`src/rtl/pmic_irq_pkg.sv`:
```
package pmic_irq_pkg;

  localparam int BANK_BITS  = 8;
  localparam int BANK_COUNT = 3;
  localparam int PORT_ADDR  = 4;

  // Register groups, laid out in this order from address 0 upward.
  typedef enum logic [1:0] {
    GRP_STAT = 2'd0,
    GRP_LINE = 2'd1,
    GRP_CAPT = 2'd2,
    GRP_NONE = 2'd3
  } reg_grp_e;

endpackage

```
`src/rtl/pmic_irq_capture.sv`:
```
// One status bank: edge detection on its event inputs and sticky storage.
module pmic_irq_capture #(
  parameter int              BANK_W = pmic_irq_pkg::BANK_BITS,
  parameter logic [BANK_W-1:0] RSVD = '0
) (
  input  logic              clk,
  input  logic              rst_n,
  input  logic [BANK_W-1:0] evt,
  input  logic [BANK_W-1:0] capt_mask,
  input  logic              wipe,
  output logic [BANK_W-1:0] stat,
  output logic [BANK_W-1:0] set_hit
);

  logic [BANK_W-1:0] evt_q;
  logic [BANK_W-1:0] rise;

  assign rise    = evt & ~evt_q;
  assign set_hit = rise & ~capt_mask & ~RSVD;

  always_ff @(posedge clk or negedge rst_n) begin
    if (!rst_n) begin
      evt_q <= '0;
      stat  <= '0;
    end else begin
      evt_q <= evt;
      // A new edge outranks a clear arriving in the same cycle.
      stat  <= (wipe ? '0 : stat) | set_hit;
    end
  end

endmodule

```
`src/rtl/pmic_irq_regport.sv`:
```
// Byte register port: burst address pointer, decode, mask storage, readback.
module pmic_irq_regport
  import pmic_irq_pkg::*;
#(
  parameter int NUM_BANKS = BANK_COUNT,
  parameter int BANK_W    = BANK_BITS,
  parameter int ADDR_W    = PORT_ADDR,
  localparam int SRC_W    = NUM_BANKS * BANK_W,
  localparam int IDX_W    = (NUM_BANKS > 1) ? $clog2(NUM_BANKS) : 1
) (
  input  logic              clk,
  input  logic              rst_n,
  input  logic              acc_valid,
  input  logic              acc_first,
  input  logic [ADDR_W-1:0] acc_addr,
  input  logic              acc_write,
  input  logic [BANK_W-1:0] acc_wdata,
  input  logic [SRC_W-1:0]  stat_flat,
  output logic [SRC_W-1:0]  line_flat,
  output logic [SRC_W-1:0]  capt_flat,
  output logic              wipe,
  output logic              rd_valid,
  output logic [BANK_W-1:0] rd_data
);

  logic [ADDR_W-1:0] ptr_q;
  logic [ADDR_W-1:0] addr_eff;
  reg_grp_e          grp;
  logic [IDX_W-1:0]  idx;
  logic [BANK_W-1:0] rd_c;
  logic [BANK_W-1:0] line_q [NUM_BANKS];
  logic [BANK_W-1:0] capt_q [NUM_BANKS];

  assign addr_eff = acc_first ? acc_addr : ptr_q;

  always_comb begin
    grp = GRP_NONE;
    idx = '0;
    if (int'(addr_eff) < NUM_BANKS) begin
      grp = GRP_STAT;
      idx = IDX_W'(addr_eff);
    end else if (int'(addr_eff) < 2 * NUM_BANKS) begin
      grp = GRP_LINE;
      idx = IDX_W'(addr_eff - ADDR_W'(NUM_BANKS));
    end else if (int'(addr_eff) < 3 * NUM_BANKS) begin
      grp = GRP_CAPT;
      idx = IDX_W'(addr_eff - ADDR_W'(2 * NUM_BANKS));
    end
  end

  assign wipe = acc_valid && acc_write && (grp == GRP_STAT);

  always_ff @(posedge clk or negedge rst_n) begin
    if (!rst_n) begin
      ptr_q <= '0;
    end else if (acc_valid) begin
      ptr_q <= addr_eff + ADDR_W'(1);
    end
  end

  for (genvar b = 0; b < NUM_BANKS; b++) begin : g_mask
    logic sel_b;
    assign sel_b = acc_valid && acc_write && (idx == IDX_W'(b));

    always_ff @(posedge clk or negedge rst_n) begin
      if (!rst_n) begin
        line_q[b] <= '1;
        capt_q[b] <= '1;
      end else begin
        if (sel_b && grp == GRP_LINE) line_q[b] <= acc_wdata;
        if (sel_b && grp == GRP_CAPT) capt_q[b] <= acc_wdata;
      end
    end

    assign line_flat[b*BANK_W +: BANK_W] = line_q[b];
    assign capt_flat[b*BANK_W +: BANK_W] = capt_q[b];
  end

  always_comb begin
    rd_c = '0;
    for (int b = 0; b < NUM_BANKS; b++) begin
      if (idx == IDX_W'(b)) begin
        case (grp)
          GRP_STAT: rd_c = stat_flat[b*BANK_W +: BANK_W];
          GRP_LINE: rd_c = line_q[b];
          GRP_CAPT: rd_c = capt_q[b];
          default:  rd_c = '0;
        endcase
      end
    end
  end

  always_ff @(posedge clk or negedge rst_n) begin
    if (!rst_n) begin
      rd_valid <= 1'b0;
      rd_data  <= '0;
    end else begin
      rd_valid <= acc_valid && !acc_write;
      if (acc_valid && !acc_write) rd_data <= rd_c;
    end
  end

endmodule

```
`src/rtl/pmic_irq_line.sv`:
```
// Combines unmasked status into the registered interrupt request.
module pmic_irq_line #(
  parameter int SRC_W = pmic_irq_pkg::BANK_COUNT * pmic_irq_pkg::BANK_BITS
) (
  input  logic             clk,
  input  logic             rst_n,
  input  logic [SRC_W-1:0] stat,
  input  logic [SRC_W-1:0] line_mask,
  output logic             irq
);

  always_ff @(posedge clk or negedge rst_n) begin
    if (!rst_n) irq <= 1'b0;
    else        irq <= |(stat & ~line_mask);
  end

endmodule

```
`src/rtl/pmic_irq_agg.sv`:
```
module pmic_irq_agg
  import pmic_irq_pkg::*;
#(
  parameter int NUM_BANKS = BANK_COUNT,
  parameter int BANK_W    = BANK_BITS,
  parameter int ADDR_W    = PORT_ADDR,
  parameter logic [NUM_BANKS*BANK_W-1:0] RSVD_MAP = 24'h80_1000,
  localparam int SRC_W    = NUM_BANKS * BANK_W
) (
  input  logic              clk,
  input  logic              rst_n,
  input  logic [SRC_W-1:0]  evt_i,
  input  logic              acc_valid,
  input  logic              acc_first,
  input  logic [ADDR_W-1:0] acc_addr,
  input  logic              acc_write,
  input  logic [BANK_W-1:0] acc_wdata,
  output logic              rd_valid,
  output logic [BANK_W-1:0] rd_data,
  output logic              irq_o
);

  logic [SRC_W-1:0] stat_w;
  logic [SRC_W-1:0] set_w;
  logic [SRC_W-1:0] line_w;
  logic [SRC_W-1:0] capt_w;
  logic             wipe_w;

  for (genvar b = 0; b < NUM_BANKS; b++) begin : g_bank
    pmic_irq_capture #(
      .BANK_W (BANK_W),
      .RSVD   (RSVD_MAP[b*BANK_W +: BANK_W])
    ) u_cap (
      .clk       (clk),
      .rst_n     (rst_n),
      .evt       (evt_i[b*BANK_W +: BANK_W]),
      .capt_mask (capt_w[b*BANK_W +: BANK_W]),
      .wipe      (wipe_w),
      .stat      (stat_w[b*BANK_W +: BANK_W]),
      .set_hit   (set_w[b*BANK_W +: BANK_W])
    );
  end

  pmic_irq_regport #(
    .NUM_BANKS (NUM_BANKS),
    .BANK_W    (BANK_W),
    .ADDR_W    (ADDR_W)
  ) u_port (
    .clk       (clk),
    .rst_n     (rst_n),
    .acc_valid (acc_valid),
    .acc_first (acc_first),
    .acc_addr  (acc_addr),
    .acc_write (acc_write),
    .acc_wdata (acc_wdata),
    .stat_flat (stat_w),
    .line_flat (line_w),
    .capt_flat (capt_w),
    .wipe      (wipe_w),
    .rd_valid  (rd_valid),
    .rd_data   (rd_data)
  );

  pmic_irq_line #(.SRC_W(SRC_W)) u_line (
    .clk       (clk),
    .rst_n     (rst_n),
    .stat      (stat_w),
    .line_mask (line_w),
    .irq       (irq_o)
  );

endmodule

```
`config.mk`:
```
export PLATFORM = sky130hd
export DESIGN_NAME = pmic_irq_agg
export DESIGN_NICKNAME = d
export VERILOG_FILES = /design/src/rtl/pmic_irq_pkg.sv /design/src/rtl/pmic_irq_capture.sv /design/src/rtl/pmic_irq_regport.sv /design/src/rtl/pmic_irq_line.sv /design/src/rtl/pmic_irq_agg.sv
export SDC_FILE = /design/constraint.sdc
export NUM_CORES = 1
export LEC_CHECK = 0
export BUFFER_PORTS_ARGS = -buffer_cell sky130_fd_sc_hd__buf_2
export CORE_MARGIN = 2
export CORE_UTILIZATION = 59
export DETAILED_ROUTE_END_ITERATION = 8
export PLACE_DENSITY = 0.8
export REMOVE_ABC_BUFFERS = 1
export SYNTH_ARGS = -nofsm -noshare
export SYNTH_HDL_FRONTEND = slang
export SYNTH_SLANG_ARGS = --single-unit
```
`constraint.sdc`:
```
create_clock -name clk -period 4 [get_ports clk]
set_input_delay 0.6 -clock clk [delete_from_list [all_inputs] [get_ports clk]]
set_output_delay 0.6 -clock clk [all_outputs]
set_load 0.02 [all_outputs]
```
# --- Word-level counts from Yosys, hierarchy flattened ---
# Cells that the tools add are included.
classes:
  add_sub_neg: 3
  n_lt_le_gt_ge: 3
  eq_ne: 4
  muxes: 16
  bitwise: 17
  n_reduce_logical: 16
op_table:
  columns: ["cell", "count"]
  rows:
  - ["$pmux 8 s3", 3]
  - ["$mux 8", 6]
  - ["$and 8x8->8", 4]
  - ["$not 8->8", 4]
  - ["$and 24x24->24", 1]
  - ["$not 24->24", 1]
  - ["$reduce_or 24->1", 1]
  - ["$or 8x8->8", 2]
  - ["$and 7x7->7", 2]
  - ["$not 7->7", 2]
  - ["$logic_and 1x1->1", 12]
  - ["$mux 2", 5]
  - ["$or 8x7->8", 1]
  - ["$add 4x1->4 const B", 1]
  - ["$eq 2x1->1 const B", 2]
  - ["$eq 2x2->1 const B", 2]
  - ["$logic_not 2->1", 2]
  - ["$lt 4x2->1 const B", 1]
  - ["$lt 4x3->1 const B", 1]
  - ["$lt 4x4->1 const B", 1]
  - ["$mux 4", 1]
  - ["$sub 2x2->2 const B", 2]
  - ["$logic_not 1->1", 1]
  - ["$mux 1", 1]
totals:
  reg_bits: 109
  inputBits: 41

# --- Depth between registers and ports, before layout ---
logic_depth:
  word_depth: 10
  ltp_mapped: 13
  depth_no_buf: 10

# --- Modules after synthesis ---
# A second synthesis with hierarchy kept.
unflattened:
  cells_unflattened: 419
  hier_area_um2: 5175.0
by_module_without_submodules:
  columns: ["mod", "n_inst", "cells_per_inst", "area_each_um2", "seq_area_each_um2"]
  rows:
  - ["pmic_irq_regport", 1, 281, 3370.7, 1586.5]
  - ["pmic_irq_capture (g_bank[1].u_cap ...)", 2, 32, 513.0, 350.3]
  - ["pmic_irq_capture (g_bank[0].u_cap)", 1, 33, 564.3, 400.4]
  - ["pmic_irq_line", 1, 41, 214.0, 25.0]

# --- Worst setup path before layout ---
# OpenSTA, ideal clock, no wires.
synth_path:
  path_type: "input to register"
  from: "in acc_first"
  to: "reg u_port.capt_q (netlist bit u_port.capt_flat[0])"
  setup_time_ns: 0.082
  t_arrival_ns: 3.124
  required_time_ns: 3.918
  slack_ns: 0.793
  stages: 12
  path_cell_list: "buf_6 -> mux2_2 -> ha_1 -> buf_2 -> nor4b_1 -> nor2_1 -> o221ai_4 -> nor2_8 -> nor2_4 -> and4_4 -> buf_12 -> mux2_4"
synth_via:
  elab_chain_cells: 8
synth_lines:
  columns: ["element", "line", "source"]
  rows:
  - ["from (decl)", "pmic_irq_agg.sv:14", "input logic acc_first,"]
  - ["$mux 4 (*)", "pmic_irq_regport.sv:34", "assign addr_eff = acc_first ? acc_addr : ptr_q;"]
  - ["$lt 4x4->1 / $sub 2x2->2 (equally long branches)", "pmic_irq_regport.sv:45, pmic_irq_regport.sv:47", null]
  - ["$mux 2", "pmic_irq_regport.sv:45", "end else if (int'(addr_eff) < 3 * NUM_BANKS) begin"]
  - ["$mux 2", "pmic_irq_regport.sv:42", "end else if (int'(addr_eff) < 2 * NUM_BANKS) begin"]
  - ["$mux 2", "pmic_irq_regport.sv:39", "if (int'(addr_eff) < NUM_BANKS) begin"]
  - ["$logic_not 2->1", "pmic_irq_regport.sv:63", "assign sel_b = acc_valid && acc_write && (idx == IDX_W'(b));"]
  - ["$logic_and 1x1->1", "pmic_irq_regport.sv:63", null]
  - ["$logic_and 1x1->1 (*)", "pmic_irq_regport.sv:71", "if (sel_b && grp == GRP_CAPT) capt_q[b] <= acc_wdata;"]
  - ["to (signal, indexed assignment)", "pmic_irq_regport.sv:71", null]
  - ["to (decl)", "pmic_irq_regport.sv:32", "logic [BANK_W-1:0] capt_q [NUM_BANKS];"]
# Every way passes the cells marked *; elsewhere a longest branch is shown, timed or not.
# A chain may end at the register's enable or synchronous reset.

# --- Final worst setup path ---
layout_path:
  from: "reg u_port.ptr_q[1]"
  to: "reg u_port.capt_q (netlist bit u_port.capt_flat[1])"
layout_via:
  elab_chain_cells: 8
layout_lines:
  columns: ["element", "line", "source"]
  rows:
  - ["from (decl)", "pmic_irq_regport.sv:26", "logic [ADDR_W-1:0] ptr_q;"]
  - ["from (signal assigned)", "pmic_irq_regport.sv:57", "ptr_q <= addr_eff + ADDR_W'(1);"]
  - ["$mux 4 (*)", "pmic_irq_regport.sv:34", null]
  - ["$lt 4x4->1 / $sub 2x2->2 (equally long branches)", "pmic_irq_regport.sv:45, pmic_irq_regport.sv:47", null]
  - ["$mux 2", "pmic_irq_regport.sv:45", null]
  - ["$mux 2", "pmic_irq_regport.sv:42", null]
  - ["$mux 2", "pmic_irq_regport.sv:39", null]
  - ["$logic_not 2->1", "pmic_irq_regport.sv:63", null]
  - ["$logic_and 1x1->1", "pmic_irq_regport.sv:63", null]
  - ["$logic_and 1x1->1 (*)", "pmic_irq_regport.sv:71", null]
# Marks and branches as above.

==> flow_metrics.py <==
metrics = {
    "status": {
        "status": "finished clean",
    },
    "place": {
        "io_buffers": 48,
        "dpl_worst_slack_ns": 0.4952,
        "place.gp.congestion": 0.8530,
        "dpl-instance-area_um2": 5444,
        "hpwl_mm": 7.904,
    },
    "floorplan": {
        "die_h_um": 97.55,
        "fp.dieArea_um2": 9516,
        "initial_core_util": 0.6009,
        "rows": 34,
        "ioPinCount": 51,
        "die_w_um": 97.55,
        "core_um2": 8593,
    },
    "routing": {
        "wl_mm": 11.81,
        "wl_per_cell_um": 21.23,
        "drc": 0,
        "drt_iter0_drc": 265,
        "ant_nets": 0,
        "routed_via_density": 6.437,
        "via_count": 3579,
        "firstDrtPassIters": 7,
    },
    "global_routing": {
        "grtUsageTotal": 0.2562,
        "gr-total-overflow": 0,
        "grt_pass1_wl_mm": 19.20,
        "grt_max_degree": 44,
        "antenna_found_initial": 0,
        "grt_pass1_vias": 3571,
    },
    "synthesis": {
        "yosysSeqAreaShare": 0.5253,
        "avgSynthCellArea_um2": 13.01,
        "postSynth.asyncResetShare": 1.000,
        "yosysUniqueCellTypes": 56,
        "synth_edf_count": 0,
        "synth_seq_cells": 106,
        "syn_inst": 397,
        "syn-cell-area_um2": 5164,
        "yosys_warnings": 0,
        "ys.flop_type": "dfrtp_1",
    },
    "cts": {
        "cts_resized": 0,
        "cts_hold_buf": 0,
        "clock-root-buffer": "clkbuf_8",
        "cts_inserted_buffers": 9,
        "cts.sinks": 106,
        "cts_setup_buffers": 0,
        "worstSkewPairLatency_ns": 0.38,
        "htreeDepth": 3,
        "clk_pin_slew_worst_paths_ns": 0.11,
        "cts_tree": "yes",
        "clockBufferDepth": 2,
    },
    "final_layout": {
        "fillers": 655,
        "utilization": 0.6548,
        "final_cell_mix": "dfrtp_1, dfstp_2, buf_2, mux2_4, nor2_1",
        "layout-drive-gt1-share": 0.4286,
        "nNetsFinal": 486,
        "n_antenna_cell": 0,
        "multi_input_area_um2": 2192,
        "mostFrequentLayoutCell": "dfrtp_1",
        "postLayoutCellArea_um2": 5627,
        "syn_to_final_growth_pct": 8.965,
        "seqCellArea_um2": 2713,
    },
    "timing": {
        "grt_setup_unrepaired": "false",
        "maxSlewHeadroom": 0.4373,
        "fin_crit_sh": 0.7901,
        "setup_violations": 0,
        "fin_setup_tns_ns": 0,
        "worst_pin_slew_ns": 0.8384,
        "fin_crit_ns": 3.160,
        "final_hold_viol_count": 0,
        "fmax_ghz": 0.3164,
        "maxSlewViolCount": 0,
        "fin_ws_ns": 0.8397,
        "clock_skew_ns": 0.01027,
    },
    "power": {
        "power_mw": 3.875,
        "p_leak_nw": 2.479,
        "ir_worst_vdd_mv": 0.3544,
        "cellPowerDensity_nw_per_um2": 688.7,
    },
    "worst_setup_path": {
        "crit_slowest_cell": "dfrtp_1",
        "cp-start-kind": "register",
        "slowest_delay_ns": 0.45,
        "worstSetupPathType": "reg -> reg",
        "crit_buf_inv": 0,
        "crit_chain": "mux2_2 > ha_1 > nor4b_1 > nor2_1 > o221ai_4 > nor2_8 > nor2_4 > and4_4 > mux2_4",
        "critPathCaptureType": "register",
        "cp_top_family": "simple AND/OR/NAND/NOR gates",
        "required_ns": 4.30,
        "path_max_fanout": 10,
        "arrival_ns": 3.46,
    },
    "min_path": {
        "hold_path.class": "in -> async",
    },
    "job": {
        "maxCapViolations": 0,
    },
}
-- synth_stat cells, drive strengths merged, types with 2 or more instances --
cell type,instances,share of area
o22ai,7,0.0085
a221oi,5,0.0085
a222oi,9,0.017
nand2,22,0.016
mux2,54,0.15
xnor2,3,0.0051
o21ai,16,0.016
clkbuf,6,0.0044
a32o,4,0.0078
a22o,26,0.044
a22oi,9,0.013
a31oi,6,0.0073
o211ai,2,0.0029
nand4,5,0.015
a21o,2,0.0029
or4,2,0.0029
dfrtp,58,0.28
inv,27,0.020
a32oi,5,0.0085
nand2b,2,0.0024
dfstp,48,0.24
a21oi,7,0.0090
and4,3,0.0065
mux2i,3,0.0082
nor2,33,0.034
ha,2,0.0048
buf,15,0.026
-- sequential cells by signal (all words and copies together), names as in the netlist --
register / flops
u_line.irq: 1
u_port.rd_data: 8
u_port.capt_flat: 24
u_port.rd_valid: 1
g_bank.u_cap.evt_q: 22
u_port.line_flat: 24
u_port.ptr_q: 4
g_bank.u_cap.stat: 22
-- routing by layer --
layer | part of all wire | vias up | global-route usage
met5 | 0 | - | 0
met4 | 0.028 | 0 | 0.08868
met3 | 0.073 | 33 | 0.05108
met2 | 0.46 | 169 | 0.3995
met1 | 0.44 | 1808 | 0.3618
li1 | - | 1569 | -
-- through the flow --
step / hold WS (ns) / cells
2_1_floorplan: 0.3044 / 376
3_3_place_gp: 0.4220 / 540
3_5_place_dp: 0.4323 / 540
4_1_cts: 0.2110 / 556
5_1_grt: 0.2405 / 556
6_report: 0.1977 / 556
-- kinds of logic (layout without fill, tap and decap cells) --
kind of cell	after synthesis	in the layout	synth area share
compound gates	107	107	0.1694
xor+xnor	3	3	0.005089
fa+ha+maj	2	2	0.004845
buf+inv	48	99	0.05016
flops	106	106	0.5253
mux	57	57	0.1558
simple gates	74	74	0.08941
-- path summary, 6_finish.rpt --
path	startpoint	endpoint	slack (ns)	depth (start not counted)
setup / recovery	u_port.ptr_q[1]$_DFFE_PN0P_	u_port.capt_flat[1]$_DFFE_PN1P_	0.84	9
hold / removal	rst_n	u_port.ptr_q[2]$_DFFE_PN0P_	0.20	1
setup reg to reg	u_port.ptr_q[1]$_DFFE_PN0P_	u_port.capt_flat[1]$_DFFE_PN1P_	0.84	9
hold reg to reg	g_bank[2].u_cap.evt_q[6]$_DFF_PN0_	g_bank[2].u_cap.stat[6]$_DFF_PN0_	0.45	1
max in group asynchronous	rst_n	u_port.line_flat[6]$_DFFE_PN1P_	2.86	2
min in group clk	evt_i[2]	g_bank[0].u_cap.evt_q[2]$_DFF_PN0_	0.33	1
-- power by group --
group | leakage, nW | internal, mW | switching (mW)
Sequential | 1.14 | 1.58 | 0.320
Clock | 0.0978 | 0.239 | 0.396
Combinational | 1.24 | 0.669 | 0.672
-- cell type report --
class | instances | share of cell area
Clock inverter | 7 | 0.01045
Tap cell | 108 | 0.02402
Multi-Input combinational cell | 243 | 0.3896
Sequential cell | 106 | 0.4821
Timing Repair Buffer | 56 | 0.05381
Inverter | 27 | 0.01801
Clock buffer | 9 | 0.02201
(Power assumes the default switching activity.)
